===== src/rtl/tmr_irq_pkg.sv =====
package tmr_irq_pkg;
  localparam int unsigned CH_NUM = 7;

  // bits needed for codes 0 .. 2*(n-1)
  function automatic int unsigned vec_bits(int unsigned n);
    return $clog2(2 * (n - 1) + 1);
  endfunction
endpackage


===== src/rtl/tmr_irq_flags.sv =====
module tmr_irq_flags #(
  parameter int unsigned N = 7
) (
  input  logic         clk,
  input  logic         rst_n,
  input  logic [N-1:0] set_i,
  input  logic [N-1:0] clr_i,
  output logic [N-1:0] pend_o
);
  for (genvar g = 0; g < N; g++) begin : g_flag
    always_ff @(posedge clk or negedge rst_n) begin
      if (!rst_n)          pend_o[g] <= 1'b0;
      else if (set_i[g])   pend_o[g] <= 1'b1;  // a new event wins over a clear
      else if (clr_i[g])   pend_o[g] <= 1'b0;
    end
  end
endmodule


===== src/rtl/tmr_irq_prio.sv =====
module tmr_irq_prio #(
  parameter int unsigned M  = 6,
  parameter int unsigned VW = 4
) (
  input  logic [M-1:0]  req_i,   // bit j = channel j+1
  output logic [VW-1:0] code_o,
  output logic [M-1:0]  sel_o
);
  always_comb begin
    code_o = '0;
    sel_o  = '0;
    for (int j = M - 1; j >= 0; j--) begin
      if (req_i[j]) begin
        code_o   = VW'(2 * (j + 1));
        sel_o    = '0;
        sel_o[j] = 1'b1;
      end
    end
  end
endmodule


===== src/rtl/tmr_irq_arb.sv =====
module tmr_irq_arb #(
  parameter int unsigned NCH = tmr_irq_pkg::CH_NUM,
  localparam int unsigned VW = tmr_irq_pkg::vec_bits(NCH)
) (
  input  logic           clk,
  input  logic           rst_n,
  input  logic [NCH-1:0] evt_i,
  input  logic [NCH-1:0] en_i,
  input  logic           gie_i,
  input  logic           vec_rd_i,
  input  logic           ch0_ack_i,
  output logic           irq_ch0_o,
  output logic           irq_shr_o,
  output logic [VW-1:0]  vec_o
);
  localparam int unsigned NSH = NCH - 1;

  logic [NCH-1:0] pend;
  logic [NCH-1:0] clr;
  logic [NSH-1:0] shr_req;
  logic [NSH-1:0] shr_sel;

  assign shr_req = pend[NCH-1:1] & en_i[NCH-1:1];

  tmr_irq_prio #(.M(NSH), .VW(VW)) u_prio (
    .req_i (shr_req),
    .code_o(vec_o),
    .sel_o (shr_sel)
  );

  assign clr = {shr_sel & {NSH{vec_rd_i}}, ch0_ack_i};

  tmr_irq_flags #(.N(NCH)) u_flags (
    .clk   (clk),
    .rst_n (rst_n),
    .set_i (evt_i),
    .clr_i (clr),
    .pend_o(pend)
  );

  assign irq_ch0_o = gie_i & en_i[0] & pend[0];
  assign irq_shr_o = gie_i & (|shr_req);
endmodule


===== config.mk =====
export PLATFORM = sky130hd
export DESIGN_NAME = tmr_irq_arb
export DESIGN_NICKNAME = d
export VERILOG_FILES = /design/src/rtl/tmr_irq_pkg.sv /design/src/rtl/tmr_irq_flags.sv /design/src/rtl/tmr_irq_prio.sv /design/src/rtl/tmr_irq_arb.sv
export SDC_FILE = /design/constraint.sdc
export NUM_CORES = 1
export LEC_CHECK = 0
export BUFFER_PORTS_ARGS = -buffer_cell sky130_fd_sc_hd__buf_2
export CAP_MARGIN = 30
export CORE_AREA = 4 4 41 43
export DETAILED_ROUTE_END_ITERATION = 6
export DIE_AREA = 0 0 45 47
export GPL_TIMING_DRIVEN = 0
export PLACE_DENSITY = 0.6
export SYNTH_ARGS = -nofsm -noshare
export SYNTH_HDL_FRONTEND = slang
export SYNTH_SLANG_ARGS = --single-unit

===== constraint.sdc =====
create_clock -name clk -period 2.05 [get_ports clk]
set_input_delay 0.205 -clock clk [delete_from_list [all_inputs] [get_ports clk]]
set_output_delay 0.205 -clock clk [all_outputs]
set_load 0.02 [all_outputs]

# ---- Yosys cells after proc, flatten, opt, wreduce, memory -nomap -nowiden
# Index checks and enable logic that the tools add are counted.
dict set report word_totals {
  ff_bits 7
  input_bits 19
  out_inout_bits 6
  word_cells 46
}
dict set report classes {
  n_mux 26
  bitwise 5
  reduce_logical 8
}
# operator count
set op_table {}
lappend op_table {{6-bit 2-to-1 mux} 6}
lappend op_table {{4-bit 2-to-1 mux} 6}
lappend op_table {{1-bit 2-to-1 mux} 14}
lappend op_table {{2-bit nonzero test} 7}
lappend op_table {{6-bit AND} 2}
lappend op_table {{6-bit OR reduction} 1}
lappend op_table {{1-bit AND} 3}

# ---- Logic depth before layout (Yosys ltp)
# Gate-level depths: netlist of the first run.
dict set report depth {
  word_depth 10
  ltp_mapped 3
}

# ---- Hierarchy
# From an unflattened synthesis of the first run, not the netlist that was laid out.
dict set report unflattened {
  cells_unflattened 53
  area_unflattened_um2 471.7
}
# mod instances cells_each area_per_inst_um2
set modules_own_cells {}
lappend modules_own_cells {tmr_irq_flags 1 21 254.0}
lappend modules_own_cells {tmr_irq_arb 1 16 111.4}
lappend modules_own_cells {tmr_irq_prio 1 16 106.4}

# ---- Worst setup path before layout of the first run
# OpenSTA, ideal clock, no wires.
dict set report synth_timing {
  path_type {register to output}
  from {register u_flags.pend_o[4]}
  to {output vec_o[2]}
  t_arrival_ps 1212
  required_ps 1845
  slack_ps 633
  stages_incl_launch_ff 4
  n_path_buf 0
  cell_sequence {dfrtp_1 -> a22oi_4 -> nand3_1 -> a21boi_0}
}
dict set report synth_between {
  elab_chain_cells 5
}
# item line_no
set synth_rtl {}
lappend synth_rtl {{start, declared} tmr_irq_flags.sv:8} ;# output logic [N-1:0] pend_o
lappend synth_rtl {{start signal, assigned by index} tmr_irq_flags.sv:12} ;# if (!rst_n) pend_o[g] <= 1'b0;
lappend synth_rtl {{start signal, assigned by index} tmr_irq_flags.sv:13} ;# else if (set_i[g]) pend_o[g] <= 1'b1;
lappend synth_rtl {{start signal, assigned by index} tmr_irq_flags.sv:14} ;# else if (clr_i[g]) pend_o[g] <= 1'b0;
lappend synth_rtl {{6-bit AND} tmr_irq_arb.sv:23} ;# assign shr_req = pend[NCH-1:1] & en_i[NCH-1:1];
lappend synth_rtl {{4-bit 2-to-1 mux (4 in series)} tmr_irq_prio.sv:13} ;# if (req_i[j]) begin
lappend synth_rtl {{end, declared} tmr_irq_arb.sv:14} ;# output logic [VW-1:0] vec_o
# No other way between the ends.

# ---- Final worst setup path of the first run
# Ends and elaborated chain as after synthesis.

==> Implementation_results.wiki, run 1 <==
{| class="wikitable"
! Metric !! Value
|-
| Number of cells upsized or downsized after cts || 0
|-
| Initial core utilization || 30.8%
|-
| Power density cells || 615 nW/um^2
|-
| CTS tree || yes
|-
| Clock Skews || 0.00253 ns
|-
| Logic depth of the worst path, buffers included || 4
|-
| Commonest register cell after synthesis || sky130_fd_sc_hd__dfrtp_1
|-
| Critical Path, Cell by Cell || a22oi_4, nand3_1, a21boi_0, buf_2
|-
| Clock latency at the later pin of the worst-skew pair || 0.25 ns
|-
| Reg with most FFs || u_flags.pend_o
|-
| CTS Sinks || 7
|-
| EDFF count, synth || 0
|-
| Max Cap Violations || 0
|-
| Int Pwr || 255 uW
|-
| Critical path data arrival time || 1.36 ns
|-
| Via count of the first global-routing pass || 374
|-
| Setup TNS after final layout || 0 ns
|-
| Cell family contributing the most delay on the critical path || flip-flops
|-
| Highest attainable clock frequency || 641 MHz
|-
| Cts bufs inserted || 3
|-
| Number of H-tree levels || 1
|-
| Critical Path Source Type || flip-flop
|-
| Count of pins over their slew limit || 0
|-
| Fraction of layout cells with a size suffix above 1 || 44.3%
|-
| Final instance count without filler cells || 85
|-
| Outcome || completed
|-
| Pin count of the biggest net entering global routing || 8
|-
| Worst-case reg-to-reg path depth || 3
|-
| Switching share of power || 27.3%
|-
| Placeable core region || 1300 sq um
|-
| Remaining design rule violation count || 0
|-
| Clock power share || 35.2%
|-
| CP max FO || 4
|-
| Number of buffer cells added on primary ports || 23
|-
| DR vias/cell || 4.45
|-
| Post-synthesis net count || 61
|-
| Count of endpoints failing hold in the final timing report || 0
|-
| Leakage power figure || 0.280 nW
|-
| Class of the tightest hold or removal check || in2reg
|-
| DIE AREA || 2120 sq um
|-
| Fraction of power consumed by combinational cells || 22.2%
|-
| Unrepaired setup endpoints after global routing || no
|-
| Area leader, netlist || sky130_fd_sc_hd__dfrtp_1
|-
| Total congestion overflow after global routing || 0
|-
| Layout area overhead || 42.5%
|-
| Average cell area after synthesis || 9.53 sq um
|-
| Most common library cell in the layout ignoring fill and taps || sky130_fd_sc_hd__buf_2
|-
| Starting DRC count in detailed routing || 11
|-
| Number of library cell types mapped by synthesis || 22
|-
| Width of the chip || 45 um
|-
| Sum of buffers and inverters on the critical path || 1
|-
| Wire length per cell after detailed routing || 10.5 um
|-
| First-pass iteration count of the detailed router || 4
|-
| Fill count || 142
|-
| Worst Path Required || 1.85 ns
|-
| Number of setup violations in the final report || 0
|-
| Final-stage net count || 90
|-
| Largest regs || u_flags.pend_o (7)
|-
| Switching power || 95.7 uW
|-
| Area share of the leading cell type in the synthesized netlist || 43.8%
|-
| Most used cells in the layout excluding fill and tap cells || sky130_fd_sc_hd__buf_2 (23), sky130_fd_sc_hd__dfrtp_1 (7), sky130_fd_sc_hd__nand2_1 (6)
|-
| Cell at the root of the clock tree || sky130_fd_sc_hd__clkbuf_4
|-
| Placed instance count || 80
|-
| Routed Antenna Nets || 0
|-
| Count of state elements after synthesis || 7
|-
| Part of the cycle the worst path needs || 76.2%
|-
| Final HPWL DP || 758 um
|-
| Number of flip-flops under the largest register name || 7
|-
| DIE HEIGHT || 47 um
|-
| Delay of the slowest cell on the worst path || 0.41 ns
|-
| Number of cells traversed by the worst hold path || 2
|-
| Hold Buf Count CTS || 1
|-
| Antenna diodes || 0
|-
| Row count || 13
|-
| Routed wire length || 895 um
|-
| Ys async rst share || 100%
|-
| Period minus WS final || 1.56 ns
|-
| Slowest stage cell, crit path || sky130_fd_sc_hd__dfrtp_1
|-
| Top area cells in the synthesized netlist || sky130_fd_sc_hd__dfrtp_1 (44%), sky130_fd_sc_hd__a21o_1 (5.6%), sky130_fd_sc_hd__nand2_1 (5.6%), sky130_fd_sc_hd__a22oi_4 (5.3%), sky130_fd_sc_hd__a41oi_1 (4.4%)
|-
| Number of antenna violations at the first check in global routing || 0
|-
| Sequential fraction of the synthesis area || 43.8%
|-
| Maximum ir drop on the vdd rail || 0.564 mV
|-
| Final weighted congestion in routability-driven placement || 0.665
|-
| First-pass GRT wire length || 1.52 mm
|-
| Number of I/O pins || 25
|-
| Part of the power in registers || 42.7%
|-
| Nature of the critical path endpoint || primary output
|-
| Via count of the routed design || 378
|-
| Post-CTS setup-driven buffer insertion count || 0
|-
| Synthesis Warnings || 0
|-
| Worst Setup Path Type || reg2out
|-
| Total Routing Usage GR || 10.7%
|-
| Clock tree buffer depth || 2
|-
| Post-Syn Area || 400 sq um
|-
| Clock transition at path regs || 0.05 ns
|-
| Post-Synthesis Cells || 42
|}
## logic make-up (layout without fill, tap and decap cells)
family	after synthesis	in the layout	share of synthesized area, %
simple gates	15	15	19.1
other cells	1	1	0.937
compound gates	14	14	30.6
buf+inv	5	33	5.62
flops	7	7	43.8
## per-stage QoR
step | util (%) | hold slack (ns) | total power [mW] | instance area, sq um | setup slack, ns
after floorplan | - | -0.0906 | 0.192 | 400 | 0.633
after global placement | 41.1 | 0.0487 | 0.228 | 534 | 0.739
after global routing | 43.8 | 0.127 | 0.378 | 571 | 0.415
final | 43.8 | 0.130 | 0.351 | 571 | 0.489
after detailed placement | 41.1 | 0.0446 | 0.229 | 534 | 0.740
after CTS | 43.8 | 0.121 | 0.358 | 571 | 0.461
## cell usage after synthesis, types with 2 or more instances
master	number
sky130_fd_sc_hd__dfrtp_1	7
sky130_fd_sc_hd__nand2_1	6
sky130_fd_sc_hd__inv_1	4
sky130_fd_sc_hd__a21o_1	3
sky130_fd_sc_hd__nor2_1	3
sky130_fd_sc_hd__a41oi_1	2
sky130_fd_sc_hd__nand3_1	2
## worst register-to-register path: stages, from the launching register on
cell	delay, ns
sky130_fd_sc_hd__dfrtp_1	0.40
sky130_fd_sc_hd__a22oi_2	0.23
sky130_fd_sc_hd__and3_4	0.22
sky130_fd_sc_hd__a41oi_1	0.11
## power groups by stage
stage	registers [mW]	logic, mW	clock network (mW)
2_1_floorplan	0.151	0.0409	0
3_3_place_gp	0.152	0.0765	0
3_5_place_dp	0.152	0.0772	0
4_1_cts	0.150	0.0788	0.130
5_1_grt	0.150	0.0869	0.141
6_report	0.150	0.0778	0.123
## layer usage
metal / track usage (%) / vias up / wire length [um]
met2: 14.1 / 15 / 409
met1: 12.6 / 156 / 377
met3: 6.90 / 2 / 99
met5: 0 / - / 0
li1: - / 205 / -
met4: 7.02 / 0 / 9
## path summary, 6_finish.rpt
check / startpoint / endpoint / slack [ns]
hold / removal: evt_i[3] / u_flags.pend_o[3] / 0.13
min in group asynchronous: rst_n / u_flags.pend_o[0] / 0.31
max in group asynchronous: rst_n / u_flags.pend_o[5] / 1.58
hold reg to reg: u_flags.pend_o[1] / u_flags.pend_o[1] / 0.48
setup reg to reg: u_flags.pend_o[2] / u_flags.pend_o[6] / 0.95
setup / recovery: u_flags.pend_o[4] / vec_o[2] / 0.49
## area by class of cell
type | instances | area [sq um] | share of cell area (%)
plain buffers | 1 | 7.51 | 1.32
flip-flops and latches | 7 | 175 | 30.7
clock buffers | 4 | 26.3 | 4.61
well taps | 15 | 18.8 | 3.29
repair buffers | 24 | 125 | 21.9
multi-input cells | 30 | 203 | 35.5
inverters | 4 | 15.0 | 2.63
(Power assumes the default switching activity.)
==> run 2: changes to the inputs <==
--- a/config.mk
+++ b/config.mk
@@ -5,13 +5,14 @@
 export SDC_FILE = /design/constraint.sdc
 export NUM_CORES = 1
 export LEC_CHECK = 0
+export ABC_AREA = 1
 export BUFFER_PORTS_ARGS = -buffer_cell sky130_fd_sc_hd__buf_2
 export CAP_MARGIN = 30
 export CORE_AREA = 4 4 41 43
 export DETAILED_ROUTE_END_ITERATION = 6
 export DIE_AREA = 0 0 45 47
 export GPL_TIMING_DRIVEN = 0
-export PLACE_DENSITY = 0.6
+export PLACE_DENSITY = 0.61
 export SYNTH_ARGS = -nofsm -noshare
 export SYNTH_HDL_FRONTEND = slang
 export SYNTH_SLANG_ARGS = --single-unit
==> constraint.sdc (replaced) <==
create_clock -name clk -period 1.6 [get_ports clk]
set_input_delay 0.16 -clock clk [delete_from_list [all_inputs] [get_ports clk]]
set_output_delay 0.16 -clock clk [all_outputs]
set_load 0.02 [all_outputs]
==> Implementation_results.wiki, run 2 <==
{| class="wikitable"
! Metric !! Value
|-
| Number of flip-flops under the largest register name || 7 (unchanged)
|-
| Worst Path Required || 1.44 ns (-0.41 ns)
|-
| Cell at the root of the clock tree || sky130_fd_sc_hd__clkbuf_4
|-
| Fill count || 144 (+1.4%)
|-
| Unrepaired setup endpoints after global routing || no
|-
| Nature of the critical path endpoint || primary output
|-
| Sequential fraction of the synthesis area || 42.6% (-1.2 points)
|-
| Pin count of the biggest net entering global routing || 8 (unchanged)
|-
| Initial core utilization || 31.6% (+0.87 points)
|-
| Largest regs || u_flags.pend_o (7)
|-
| Final-stage net count || 105 (+17%)
|-
| Most common library cell in the layout ignoring fill and taps || sky130_fd_sc_hd__buf_2
|-
| Number of setup violations in the final report || 0 (unchanged)
|-
| Via count of the routed design || 412 (+9.0%)
|-
| Count of endpoints failing hold in the final timing report || 0 (unchanged)
|-
| Number of cells upsized or downsized after cts || 0 (unchanged)
|-
| CP max FO || 4 (unchanged)
|-
| Area share of the leading cell type in the synthesized netlist || 42.6% (-1.2 points)
|-
| Routed Antenna Nets || 0 (unchanged)
|-
| DIE HEIGHT || 47 um (unchanged)
|-
| Post-Syn Area || 412 sq um (+2.8%)
|-
| Final HPWL DP || 761 um (+0.37%)
|-
| Final weighted congestion in routability-driven placement || 0.753 (+13%)
|-
| FF-to-FF Start || u_flags.pend_o[1]
|-
| Via count of the first global-routing pass || 358 (-4.3%)
|-
| Commonest register cell after synthesis || sky130_fd_sc_hd__dfrtp_1
|-
| Leading post-synthesis cells by instance count || sky130_fd_sc_hd__nand2_1 (21), sky130_fd_sc_hd__dfrtp_1 (7), sky130_fd_sc_hd__inv_1 (7)
|-
| Highest attainable clock frequency || 738 MHz
|-
| Worst hold path startpoint || ch0_ack_i
|-
| Placeable core region || 1300 sq um (unchanged)
|-
| Maximum ir drop on the vdd rail || 0.368 mV (-35%)
|-
| Ys async rst share || 100% (unchanged)
|-
| Layout area overhead || 41.3%
|-
| CTS Sinks || 7 (unchanged)
|-
| Remaining design rule violation count || 0 (unchanged)
|-
| Number of buffer cells added on primary ports || 23 (unchanged)
|-
| Total congestion overflow after global routing || 0 (unchanged)
|-
| Cell with the most instances after synthesis || sky130_fd_sc_hd__nand2_1
|-
| Clock transition at path regs || 0.05 ns (about the same)
|-
| Outcome || completed
|-
| Class of the tightest hold or removal check || in2reg
|-
| Number of antenna violations at the first check in global routing || 0 (unchanged)
|-
| Most used cells in the layout excluding fill and tap cells || sky130_fd_sc_hd__buf_2 (23), sky130_fd_sc_hd__nand2_1 (21), sky130_fd_sc_hd__inv_1 (7), sky130_fd_sc_hd__dfrtp_1 (7), sky130_fd_sc_hd__nor2_1 (6)
|-
| Row count || 13 (unchanged)
|-
| Post-synthesis net count || 76 (+25%)
|-
| Synthesis Warnings || 0 (unchanged)
|-
| Clock tree buffer depth || 2 (unchanged)
|-
| Worst Setup Path Type || reg2out
|-
| Fraction of layout cells with a size suffix above 1 || 38.8% (-5.5 points)
|-
| EDFF count, synth || 0 (unchanged)
|-
| First-pass GRT wire length || 1.31 mm (-14%)
|-
| Number of library cell types mapped by synthesis || 16 (-27%)
|-
| Critical Path Source Type || flip-flop
|-
| Crit. Startpoint || u_flags.pend_o[5]
|-
| DIE AREA || 2120 sq um (unchanged)
|-
| Part of the cycle the worst path needs || 84.7%
|-
| Count of state elements after synthesis || 7 (unchanged)
|-
| Routed wire length || 859 um (-4.0%)
|-
| Total Routing Usage GR || 8.74% (-1.9 points)
|-
| Wire length per cell after detailed routing || 8.59 um (-18%)
|-
| Post-Synthesis Cells || 57 (+36%)
|-
| Number of H-tree levels || 1 (unchanged)
|-
| Critical path data arrival time || 1.19 ns (-0.17 ns)
|-
| Average cell area after synthesis || 7.22 sq um (-24%)
|-
| Count of pins over their slew limit || 0 (unchanged)
|-
| Max Cap Violations || 0 (unchanged)
|-
| Reg with most FFs || u_flags.pend_o
|-
| Cts bufs inserted || 3 (unchanged)
|-
| DR vias/cell || 4.12 (-7.4%)
|-
| Starting DRC count in detailed routing || 1 (-10)
|-
| Area leader, netlist || sky130_fd_sc_hd__dfrtp_1
|-
| CTS tree || yes
|-
| Width of the chip || 45 um (unchanged)
|-
| Leakage power figure || 0.338 nW (+21%)
|-
| Setup TNS after final layout || 0 ns (unchanged)
|-
| Clock latency at the later pin of the worst-skew pair || 0.24 ns (about the same)
|-
| Clock Skews || 0.00343 ns (+0.000899 ns)
|-
| Tot Pwr || 451 uW (+28%)
|-
| Top area cells in the synthesized netlist || sky130_fd_sc_hd__dfrtp_1 (43%), sky130_fd_sc_hd__nand2_1 (19%), sky130_fd_sc_hd__inv_1 (6.4%), sky130_fd_sc_hd__nor2_1 (5.5%), sky130_fd_sc_hd__nand2_2 (4.6%)
|-
| Antenna diodes || 0 (unchanged)
|-
| Power density cells || 775 nW/um^2 (+26%)
|-
| First-pass iteration count of the detailed router || 2 (-2)
|-
| Number of I/O pins || 25 (unchanged)
|-
| Area of all sequential standard cells || 175 sq um (unchanged)
|-
| Footprint of the multi-input gates || 203 sq um (unchanged)
|-
| Period minus WS final || 1.35 ns
|}
run 2: path summary, 6_finish.rpt:
path,endpoint,slack [ns],cells past startpoint
hold reg to reg,u_flags.pend_o[4],0.47,2
setup / recovery,vec_o[2],0.25,6
max in group asynchronous,u_flags.pend_o[1],1.17,2
min in group asynchronous,u_flags.pend_o[6],0.28,2
hold / removal,u_flags.pend_o[0],0.09,2
setup reg to reg,u_flags.pend_o[6],0.65,6
run 2: routing by layer:
layer	up-vias	GRT usage [%]	share of wire, %
met5	-	0	0
met4	0	8.77	1.4
met3	2	1.15	5.7
met2	10	13.0	50
met1	173	10.6	42
li1	227	-	-
run 2: where the power goes:
part / internal, mW / switching, mW
combinational: 0.0452 / 0.0625
sequential: 0.185 / 0.00382
clock: 0.0947 / 0.0589
total: 0.325 / 0.125
run 2: layout make-up:
type | count | area share [%]
plain buffers | 1 | 1.29
well taps | 15 | 3.23
flip-flops and latches | 7 | 30.1
multi-input cells | 42 | 34.8
inverters | 7 | 4.52
clock buffers | 4 | 4.52
repair buffers | 24 | 21.5
run 2: repair_timing:
action                    CTS  global route
hold buffers                1             0
buffers inserted            0             0
hold endpoints to repair    7             0
run 2: per-stage QoR:
stage	setup WS (ns)	utilization [%]	hold WS (ns)	cell area, sq um	instances
after global placement	0.513	41.9	0.00122	546	95
after global routing	0.113	44.7	0.0908	582	100
after floorplan	0.406	-	-0.136	412	57
final	0.245	44.7	0.0905	582	100
after detailed placement	0.487	41.9	0.00303	546	95
after CTS	0.218	44.7	0.0856	582	100
run 2: cells by family (layout without fill, tap and decap cells):
kind of cell    count (synthesis)  count (layout)  share of synthesized area, %
compound gates                  6               6                          9.73
buf+inv                         8              36                          8.21
other cells                     1               1                         0.911
flops                           7               7                          42.6
simple gates                   35              35                          38.6
run 2: worst max-delay path: stages (launching register included):
cell and delay [ns]:
sky130_fd_sc_hd__dfrtp_1 0.37, sky130_fd_sc_hd__nand2_1 0.12, sky130_fd_sc_hd__nand2_1 0.08, sky130_fd_sc_hd__nor2_2 0.10
sky130_fd_sc_hd__nor2_1 0.05, sky130_fd_sc_hd__nor2_1 0.08, sky130_fd_sc_hd__buf_2 0.17
==> run 3: changes to the inputs <==
--- a/config.mk
+++ b/config.mk
@@ -12,7 +12,7 @@
 export DETAILED_ROUTE_END_ITERATION = 6
 export DIE_AREA = 0 0 45 47
 export GPL_TIMING_DRIVEN = 0
-export PLACE_DENSITY = 0.61
+export PLACE_DENSITY = 0.63
 export SYNTH_ARGS = -nofsm -noshare
 export SYNTH_HDL_FRONTEND = slang
 export SYNTH_SLANG_ARGS = --single-unit
==> constraint.sdc (replaced) <==
create_clock -name clk -period 1.1 [get_ports clk]
set_input_delay 0.11 -clock clk [delete_from_list [all_inputs] [get_ports clk]]
set_output_delay 0.11 -clock clk [all_outputs]
set_load 0.02 [all_outputs]
==> Implementation_results.wiki, run 3 (synthesized netlist as in run 2, its figures left out) <==
{| class="wikitable"
! Metric !! Value
|-
| Outcome || complete, but fails checks
|-
| Failing checks || setup timing
|-
| Tot Pwr || 686 uW (+52%)
|-
| Critical Path Source Type || flip-flop
|-
| Total placed instance area || 551 sq um (+0.92%)
|-
| Worst hold path startpoint || evt_i[1]
|-
| Power density cells || 1070 nW/um^2 (+38%)
|-
| Critical Path, Cell by Cell || nand2_2, nand2_1, nor2_2, a21boi_1, buf_4
|-
| DIE HEIGHT || 47 um (unchanged)
|-
| Final-stage net count || 110 (+4.8%)
|-
| Worst-case reg-to-reg path depth || 5 (-1)
|-
| FF-to-FF Start || u_flags.pend_o[1]
|-
| Logic depth of the worst path, buffers included || 5 (-1)
|-
| Count of endpoints failing hold in the final timing report || 0 (unchanged)
|-
| Class of the tightest hold or removal check || in2reg
|-
| Cell family contributing the most delay on the critical path || flip-flops
|-
| Remaining design rule violation count || 0 (unchanged)
|-
| Maximum ir drop on the vdd rail || 0.591 mV (+61%)
|-
| Worst slack after detailed placement || 0.0400 ns (-0.447 ns)
|-
| Nature of the critical path endpoint || primary output
|-
| DR vias/cell || 4.21 (+2.2%)
|-
| Delay of the slowest cell on the worst path || 0.39 ns (+0.02 ns)
|-
| Leakage power figure || 0.363 nW (+7.6%)
|-
| Placed instance count || 95 (unchanged)
|-
| Switching power || 188 uW (+51%)
|-
| CTS tree || yes
|-
| First-pass iteration count of the detailed router || 2 (unchanged)
|-
| Count of pins over their slew limit || 0 (unchanged)
|-
| Total congestion overflow after global routing || 0 (unchanged)
|-
| Unrepaired setup endpoints after global routing || yes
|-
| Worst Path Required || 0.99 ns (-0.45 ns)
|-
| Cell at the root of the clock tree || sky130_fd_sc_hd__clkbuf_4
|-
| Routed Antenna Nets || 0 (unchanged)
|-
| Total Routing Usage GR || 9.56% (+0.82 points)
|-
| Critical path data arrival time || 1.16 ns (-0.03 ns)
|-
| Via count of the first global-routing pass || 411 (+15%)
|-
| Number of cells traversed by the worst hold path || 2 (unchanged)
|-
| Layout Cell Area excl Fill || 642 sq um (+10%)
|-
| First-pass GRT wire length || 1.47 mm (+12%)
|-
| Fraction of layout cells with a size suffix above 1 || 47.8% (+9.0 points)
|-
| Worst Setup Path Type || reg2out
|-
| Initial core utilization || 31.6% (unchanged)
|-
| Via count of the routed design || 442 (+7.3%)
|-
| Slowest stage cell, crit path || sky130_fd_sc_hd__dfrtp_1
|-
| Int Pwr || 497 uW (+53%)
|-
| Highest attainable clock frequency || 786 MHz
|-
| Cts bufs inserted || 3 (unchanged)
|-
| Final HPWL DP || 767 um (+0.74%)
|-
| Number of I/O pins || 25 (unchanged)
|-
| Row count || 13 (unchanged)
|-
| Part of the cycle the worst path needs || 116%
|-
| Largest regs || u_flags.pend_o (7)
|-
| Most used cells in the layout excluding fill and tap cells || sky130_fd_sc_hd__nand2_1 (19), sky130_fd_sc_hd__buf_2 (19), sky130_fd_sc_hd__buf_4 (10)
|-
| DIE AREA || 2120 sq um (unchanged)
|-
| Clock tree buffer depth || 2 (unchanged)
|-
| Clock power share || 32.1% (-2.0 points)
|-
| Number of flip-flops under the largest register name || 7 (unchanged)
|-
| CTS Sinks || 7 (unchanged)
|-
| Part of the power in registers || 40.3% (-1.7 points)
|-
| Fraction of power consumed by combinational cells || 27.6% (+3.7 points)
|-
| Destination of the worst hold path || u_flags.pend_o[1]
|-
| Sum of buffers and inverters on the critical path || 1 (unchanged)
|-
| Layout area overhead || 55.9%
|-
| Min setup slack post-route || -0.173 ns (-0.418 ns)
|-
| Period minus WS final || 1.27 ns
|-
| Number of setup violations in the final report || 4 (+4)
|-
| Number of buffer cells added on primary ports || 23 (unchanged)
|-
| Final instance count without filler cells || 105 (+5.0%)
|-
| Number of antenna violations at the first check in global routing || 0 (unchanged)
|-
| Width of the chip || 45 um (unchanged)
|-
| Placeable core region || 1300 sq um (unchanged)
|-
| Reg with most FFs || u_flags.pend_o
|-
| Pin count of the biggest net entering global routing || 8 (unchanged)
|-
| Switching share of power || 27.5% (-0.29 points)
|-
| Clock transition at path regs || 0.05 ns (about the same)
|-
| Routed wire length || 939 um (+9.3%)
|-
| Final weighted congestion in routability-driven placement || 0.725 (-3.6%)
|-
| Wire length per cell after detailed routing || 8.94 um (+4.1%)
|-
| CP max FO || 4 (unchanged)
|-
| Clock Skews || 0.00389 ns (+0.000460 ns)
|-
| Worst reg2reg setup slack || 0.04 ns (-0.61 ns)
|-
| Number of H-tree levels || 1 (unchanged)
|-
| Antenna diodes || 0 (unchanged)
|-
| Starting DRC count in detailed routing || 1 (unchanged)
|-
| Reg2reg end || u_flags.pend_o[3]
|-
| Clock latency at the later pin of the worst-skew pair || 0.24 ns (about the same)
|-
| Max Cap Violations || 0 (unchanged)
|}
run 3: power groups by stage:
stage          registers [mW]  logic, mW  clock network [mW]
4_1_cts                 0.276      0.177               0.232
5_1_grt                 0.277      0.211               0.242
3_5_place_dp            0.280      0.158                   0
6_report                0.276      0.189               0.220
2_1_floorplan           0.279     0.0949                   0
3_3_place_gp            0.279      0.156                   0
run 3: cell type report:
class	count	area [sq um]
well taps	15	18.8
multi-input cells	42	215
inverters	7	26.3
repair buffers	29	173
fillers	142	659
plain buffers	1	7.51
clock buffers	4	26.3
flip-flops and latches	7	175
run 3: worst max-delay path by stage:
stage | from | end | slack [ns]
after floorplan | u_flags.pend_o[5] | vec_o[2] | 0.07
after global placement | u_flags.pend_o[5] | irq_shr_o | 0.06
after detailed placement | u_flags.pend_o[5] | irq_shr_o | 0.04
after CTS | u_flags.pend_o[5] | vec_o[2] | -0.18
after global routing | u_flags.pend_o[5] | vec_o[2] | -0.26
final | u_flags.pend_o[5] | irq_shr_o | -0.17
run 3: per-stage QoR:
step / hold slack (ns) / TNS [ns] / util [%]
3_3_place_gp: -0.0504 / 0 / 42.3
3_5_place_dp: -0.0506 / 0 / 42.3
4_1_cts: 0.0403 / -0.658 / 47.4
5_1_grt: 0.0535 / -0.961 / 49.3
6_report: 0.0457 / -0.601 / 49.3
2_1_floorplan: -0.186 / 0 / -
run 3: per-layer routing:
layer | up-vias | share of wire (%) | global-route usage [%]
met5 | - | 0 | 0
met4 | 0 | 0.85 | 8.77
met3 | 2 | 6.3 | 1.53
met2 | 11 | 55 | 16.7
met1 | 194 | 38 | 9.79
li1 | 235 | - | -
run 3: what timing repair did:
item | 4_1_cts | 5_1_grt
setup endpoints to repair | 4 | 4
pin swaps | 2 | 2
hold buffers | 1 | 0
resized for setup | 6 | 3
buffers inserted | 2 | 3
hold endpoints to repair | 7 | 0
